$ cat config.mk
export PLATFORM = sky130hd
export DESIGN_NAME = spi_sclk_cs_gen
export DESIGN_NICKNAME = d
export VERILOG_FILES = /design/src/rtl/spi_sclk_cs_gen.sv
export SDC_FILE = /design/constraint.sdc
export NUM_CORES = 1
export LEC_CHECK = 0
export CAP_MARGIN = 20
export CORE_AREA = 4 4 66 114
export CTS_CLUSTER_DIAMETER = 80
export DETAILED_ROUTE_END_ITERATION = 7
export DIE_AREA = 0 0 70 118
export GPL_ROUTABILITY_DRIVEN = 0
export PLACE_DENSITY = 0.82
export RECOVER_POWER = 50
export SYNTH_ARGS = -nofsm -noshare
export SYNTH_HDL_FRONTEND = slang
export SYNTH_SLANG_ARGS = --single-unit
$ cat constraint.sdc
create_clock -name clk -period 2.94 [get_ports clk]
set_input_delay 0.294 -clock clk [delete_from_list [all_inputs] [get_ports clk]]
set_output_delay 0.294 -clock clk [all_outputs]
set_load 0.01 [all_outputs]
$ cat src/rtl/spi_sclk_cs_gen.sv
module spi_sclk_cs_gen #(
  parameter int PH_W   = 4,
  parameter int IDLE_W = 16,
  parameter int NUM_W  = 8
) (
  input  logic              clk,
  input  logic              rst_n,
  input  logic              mode3,
  input  logic              cs_act_high,
  input  logic [PH_W-1:0]   lo_time,
  input  logic [PH_W-1:0]   hi_time,
  input  logic [1:0]        lead_sel,
  input  logic [1:0]        trail_sel,
  input  logic [IDLE_W-1:0] idle_limit,
  input  logic              pulse_req,
  input  logic [NUM_W-1:0]  pulse_num,
  output logic              sclk,
  output logic              cs_pin,
  output logic              ready,
  output logic              pulse_done
);
  localparam int CW = PH_W + 1;
  localparam int RW = IDLE_W + 1;

  typedef enum logic [2:0] {S_IDLE, S_LEAD, S_LO, S_HI, S_HOLD} st_t;

  st_t              state;
  logic [CW-1:0]    cnt, trail_cnt, lead_n, trail_n, lo_eff, hi_eff;
  logic [IDLE_W-1:0] idle_cnt, idle_eff;
  logic [NUM_W-1:0] left, left_init;
  logic             cs_act, accept;

  assign lo_eff    = (lo_time == '0) ? CW'(1) : {1'b0, lo_time};
  assign hi_eff    = (hi_time == '0) ? CW'(1) : {1'b0, hi_time};
  assign idle_eff  = (idle_limit == '0) ? IDLE_W'(1) : idle_limit;
  assign left_init = (pulse_num == '0) ? '0 : pulse_num - 1'b1;

  always_comb begin
    case (lead_sel)
      2'd0:    lead_n = CW'(0);
      2'd1:    lead_n = CW'(2);
      2'd2:    lead_n = CW'(4);
      default: lead_n = CW'(8);
    endcase
    case (trail_sel)
      2'd0:    trail_n = CW'(1);
      2'd1:    trail_n = CW'(3);
      2'd2:    trail_n = CW'(5);
      default: trail_n = CW'(9);
    endcase
  end

  assign cs_act = (state != S_IDLE);
  assign ready  = (state == S_HOLD) || (state == S_IDLE && trail_cnt == '0);
  assign accept = pulse_req && ready;
  assign sclk   = (state == S_HI) || (state != S_LO && mode3);
  assign cs_pin = cs_act_high ? cs_act : ~cs_act;

  always_ff @(posedge clk) begin
    if (!rst_n) begin
      state      <= S_IDLE;
      cnt        <= '0;
      trail_cnt  <= '0;
      idle_cnt   <= '0;
      left       <= '0;
      pulse_done <= 1'b0;
    end else begin
      pulse_done <= 1'b0;
      case (state)
        S_IDLE: begin
          if (trail_cnt != '0) trail_cnt <= trail_cnt - 1'b1;
          if (accept) begin
            left <= left_init;
            if (lead_n != '0) begin
              state <= S_LEAD;
              cnt   <= lead_n - 1'b1;
            end else begin
              state <= S_LO;
              cnt   <= lo_eff - 1'b1;
            end
          end
        end
        S_LEAD: begin
          if (cnt == '0) begin
            state <= S_LO;
            cnt   <= lo_eff - 1'b1;
          end else cnt <= cnt - 1'b1;
        end
        S_LO: begin
          if (cnt == '0) begin
            state <= S_HI;
            cnt   <= hi_eff - 1'b1;
          end else cnt <= cnt - 1'b1;
        end
        S_HI: begin
          if (cnt != '0) cnt <= cnt - 1'b1;
          else if (left == '0) begin
            state      <= S_HOLD;
            idle_cnt   <= '0;
            pulse_done <= 1'b1;
          end else begin
            left  <= left - 1'b1;
            state <= S_LO;
            cnt   <= lo_eff - 1'b1;
          end
        end
        S_HOLD: begin
          if (accept) begin
            left  <= left_init;
            state <= S_LO;
            cnt   <= lo_eff - 1'b1;
          end else if (({1'b0, idle_cnt} + 1'b1) >= {1'b0, idle_eff}) begin
            state     <= S_IDLE;
            trail_cnt <= trail_n - 1'b1;
          end else idle_cnt <= idle_cnt + 1'b1;
        end
        default: state <= S_IDLE;
      endcase
    end
  end

  st_t           last_state;
  logic [RW-1:0] run, cur_len;
  logic [4:0]    gap;

  assign cur_len = (state == last_state) ? ((&run) ? run : run + 1'b1) : RW'(1);

  always_ff @(posedge clk) begin
    if (!rst_n) begin
      last_state <= S_IDLE;
      run        <= RW'(1);
      gap        <= '1;
    end else begin
      last_state <= state;
      run        <= cur_len;
      gap        <= cs_act ? '0 : ((&gap) ? gap : gap + 1'b1);
    end
  end

  p_lo_len_r3: assert property (@(posedge clk) disable iff (!rst_n)
    (last_state == S_LO && state != S_LO) |-> run == RW'(lo_eff));
  p_hi_len_r3: assert property (@(posedge clk) disable iff (!rst_n)
    (last_state == S_HI && state != S_HI) |-> run == RW'(hi_eff));
  p_idle_clk_r2: assert property (@(posedge clk) disable iff (!rst_n)
    (state == S_IDLE || state == S_LEAD || state == S_HOLD) |-> sclk == mode3);
  p_trail_gap_r6: assert property (@(posedge clk) disable iff (!rst_n)
    $rose(cs_act) |-> gap >= 5'(trail_n));
  p_done_after_hi_r7: assert property (@(posedge clk) disable iff (!rst_n)
    pulse_done |-> (state == S_HOLD && last_state == S_HI));
  p_hold_limit_r9: assert property (@(posedge clk) disable iff (!rst_n)
    (state == S_HOLD) |-> cur_len <= {1'b0, idle_eff});
  p_lead_len_r5: assert property (@(posedge clk) disable iff (!rst_n)
    (last_state == S_LEAD && state != S_LEAD) |-> run == RW'(lead_n));
endmodule

==> flow_metrics.env <==
export IMPL_status="complete, but fails checks"
export IMPL_ys_ff_latch=38
export IMPL_cap_violations=0
export IMPL_cts_sinks=38
export IMPL_die_h_microns=118
export IMPL_p_per_area_mw_per_mm2=627
export IMPL_root_buffer="clkbuf_16"
export IMPL_synthFlopType="dfxtp_1"
export IMPL_worst_pin_slew_ns=0.771
export IMPL_hold_buffers=0
export IMPL_coreArea_sq_mm=0.00654
export IMPL_grt_usage_pct=24.9
export IMPL_whs_ns=0.499
export IMPL_routed_wl_microns=11400
export IMPL_pwr_share_comb_pct=50.2
export IMPL_synth_edf_count=0
export IMPL_fin_ws_ns=-0.219
export IMPL_min_path_type="flop to flop"
export IMPL_dp_final_hpwl_microns=7210
export IMPL_grt_pass1_wl_microns=17000
export IMPL_cts_inserted_buffers=5
export IMPL_instances_no_fill=607
export IMPL_io_buffer_count=44
export IMPL_required_ns=3.13
export IMPL_syn_area_sq_mm=0.00331
export IMPL_grt_pass1_vias=3877
export IMPL_ant_nets=0
export IMPL_synth_top_cell_area_share_pct=23.0
export IMPL_synthCells=438
export IMPL_syn_area_per_cell_sq_um=7.55
export IMPL_drive_gt1_share_pct=21.0
export IMPL_syn_num_nets=505
export IMPL_clk_pin_slew_ns=0.06
export IMPL_drtIter0Drc=237
export IMPL_utilization_pct=71.8
export IMPL_ios=45
export IMPL_synth_area_leaders="dfxtp_1 23%, ha_1 9.8%, nand2_1 5.2%"
export IMPL_post_drt_wl_per_cell_microns=18.7
export IMPL_fin_worst_skew_ns=0.00609
export IMPL_htreeDepth=2
export IMPL_cp_start_kind="flop"
export IMPL_layout_common_cells="45 x nand2_1, 45 x buf_4, 42 x clkdlybuf4s50_1"
export IMPL_placed_cell_area_sq_mm=0.00412
export IMPL_synth_top_area_cell="dfxtp_1"
export IMPL_seq_area_frac_synth_pct=23.0
export IMPL_grt_overflow=0
export IMPL_p_leak_nw=1.93
export IMPL_num_rows=39
export IMPL_synth_distinct_cells=66
export IMPL_die_w_microns=70
export IMPL_clk_latency_ns=0.29
export IMPL_dp_cells=584
export IMPL_violations="negative setup slack"
export IMPL_drv_slew=0
export IMPL_slew_headroom_pct=48.2
export IMPL_fmax_mhz=317
export IMPL_fin_crit_sh_pct=107
export IMPL_fin_nets=591
export IMPL_antennaDiodeCount=0
export IMPL_antenna_found_initial=0
export IMPL_fin_area_sq_mm=0.00469
export IMPL_routed_via_density=6.34
export IMPL_place_ws_ns=-0.233
export IMPL_p_int_mw=1.76
export IMPL_setup_viol=24
export IMPL_crit_arrival_ns=3.34
export IMPL_yosys_warnings=0
export IMPL_p_seq_share_pct=25.0
export IMPL_regToRegSetupSlack_ns=-0.22
export IMPL_switching_share_pct=40.2
export IMPL_rsz0062_at_grt="yes"
export IMPL_vdd_ir_drop_worst_mv=0.512
export IMPL_drc=0
export IMPL_async_flop_share_pct=0
export IMPL_tns_ns=-2.67
export IMPL_cts_tree="built"
export IMPL_clockBufferDepth=2
export IMPL_area_growth_pct=41.9
export IMPL_crit_fanout=8
export IMPL_start_util_pct=50.6
export IMPL_clkPwrFrac_pct=24.8
export IMPL_die_area_sq_mm=0.00826
export IMPL_hold_viol_final=0
export IMPL_cp_end_kind="flop"
export IMPL_p_sw_mw=1.18
export IMPL_vias=3850
export IMPL_worst_setup_path_type="flop to flop"
export IMPL_dr_pass1_iters=5
export IMPL_period_minus_slack_ns=3.16
export IMPL_grt_start_max_net_pins=53
export IMPL_power_mw=2.94
export IMPL_fillers=480
-- power by group through the flow --
stage	Sequential, mW	Combinational, mW	Clock [mW]
2_1_floorplan	0.693	1.07	0
3_3_place_gp	0.736	1.38	0
4_1_cts	0.731	1.44	0.737
3_5_place_dp	0.744	1.43	0
6_report	0.737	1.48	0.730
5_1_grt	0.755	1.62	0.759
-- state kept, by name, indices dropped and copies added, names as in the netlist --
name / flops
idle_cnt: 16
left: 8
cnt: 5
trail_cnt: 5
state: 3
pulse_done: 1
-- logic make-up (layout without fill, tap and decap cells) --
| group | after synthesis | in the layout | share of synthesized area, % |
|---|---|---|---|
| compound gates | 116 | 116 | 24.8 |
| flops | 38 | 38 | 23.0 |
| buf+inv | 55 | 141 | 6.85 |
| mux | 10 | 10 | 3.06 |
| xor+xnor | 24 | 24 | 6.35 |
| fa+ha+maj | 26 | 26 | 9.83 |
| simple gates | 169 | 170 | 26.1 |
-- layer usage --
metal / global-route usage (%) / up-vias / part of all wire, %
met3: 5.21 / 65 / 6.0
met1: 21.4 / 1790 / 33
met5: 0 / - / 0
met4: 21.8 / 0 / 5.8
met2: 46.4 / 201 / 55
li1: - / 1794 / -
-- area by class of cell --
cell class,count,area [sq um],share of cell area (%)
inverters,35,131,2.80
clock buffers,6,139,2.96
clock inverters,2,60.1,1.28
multi-input cells,346,2610,55.5
flip-flops and latches,38,779,16.6
well taps,82,103,2.19
repair buffers,98,876,18.7
-- critical path, stage by stage, from the launching register on --
cell,delay [ns]
dfxtp_2,0.34
nand4_1,0.29
buf_4,0.26
nor2_2,0.08
and3_1,0.19
xnor2_1,0.09
ha_1,0.35
nand3_4,0.11
nor3_4,0.30
a311o_1,0.23
and4bb_4,0.27
o311a_1,0.33
a41o_1,0.20
-- synthesized netlist by cell type (3+ instances only) --
master / number
nor2_1: 34
xnor2_1: 14
inv_1: 35
nor3_1: 18
xor2_1: 10
o22ai_1: 6
a21oi_1: 21
or3_1: 6
nor4b_1: 4
o211ai_1: 5
o221ai_1: 3
clkbuf_1: 16
o31ai_1: 3
nand2_1: 46
a21boi_1: 8
mux2i_1: 9
dfxtp_1: 38
nor4_1: 7
o21ai_1: 17
a31oi_1: 3
ha_1: 26
nor3b_1: 4
nor2b_1: 3
nand4_1: 6
nand2b_1: 4
o211a_1: 5
o311a_1: 3
o21ai_0: 6
a211oi_1: 4
a41oi_1: 6
nand3_1: 17
and3_1: 6
-- repair_timing --
action | in CTS | in global routing
cloned | 1 | 0
resized for setup | 26 | 28
setup endpoints to repair | 24 | 24
setup buffers | 9 | 5
pin swaps | 14 | 33
-- path summary, 6_finish.rpt --
check                                               start                   endpoint  cells past startpoint
worst max-delay path            idle_cnt[10]$_SDFFE_PN0P_  trail_cnt[4]$_SDFFE_PN0P_                     12
worst min-delay path                 left[7]$_SDFFE_PN0P_       left[7]$_SDFFE_PN0P_                      2
worst max register to register  idle_cnt[10]$_SDFFE_PN0P_  trail_cnt[4]$_SDFFE_PN0P_                     12
worst min register to register       left[7]$_SDFFE_PN0P_       left[7]$_SDFFE_PN0P_                      2
Power figures use the tool's default switching activity.
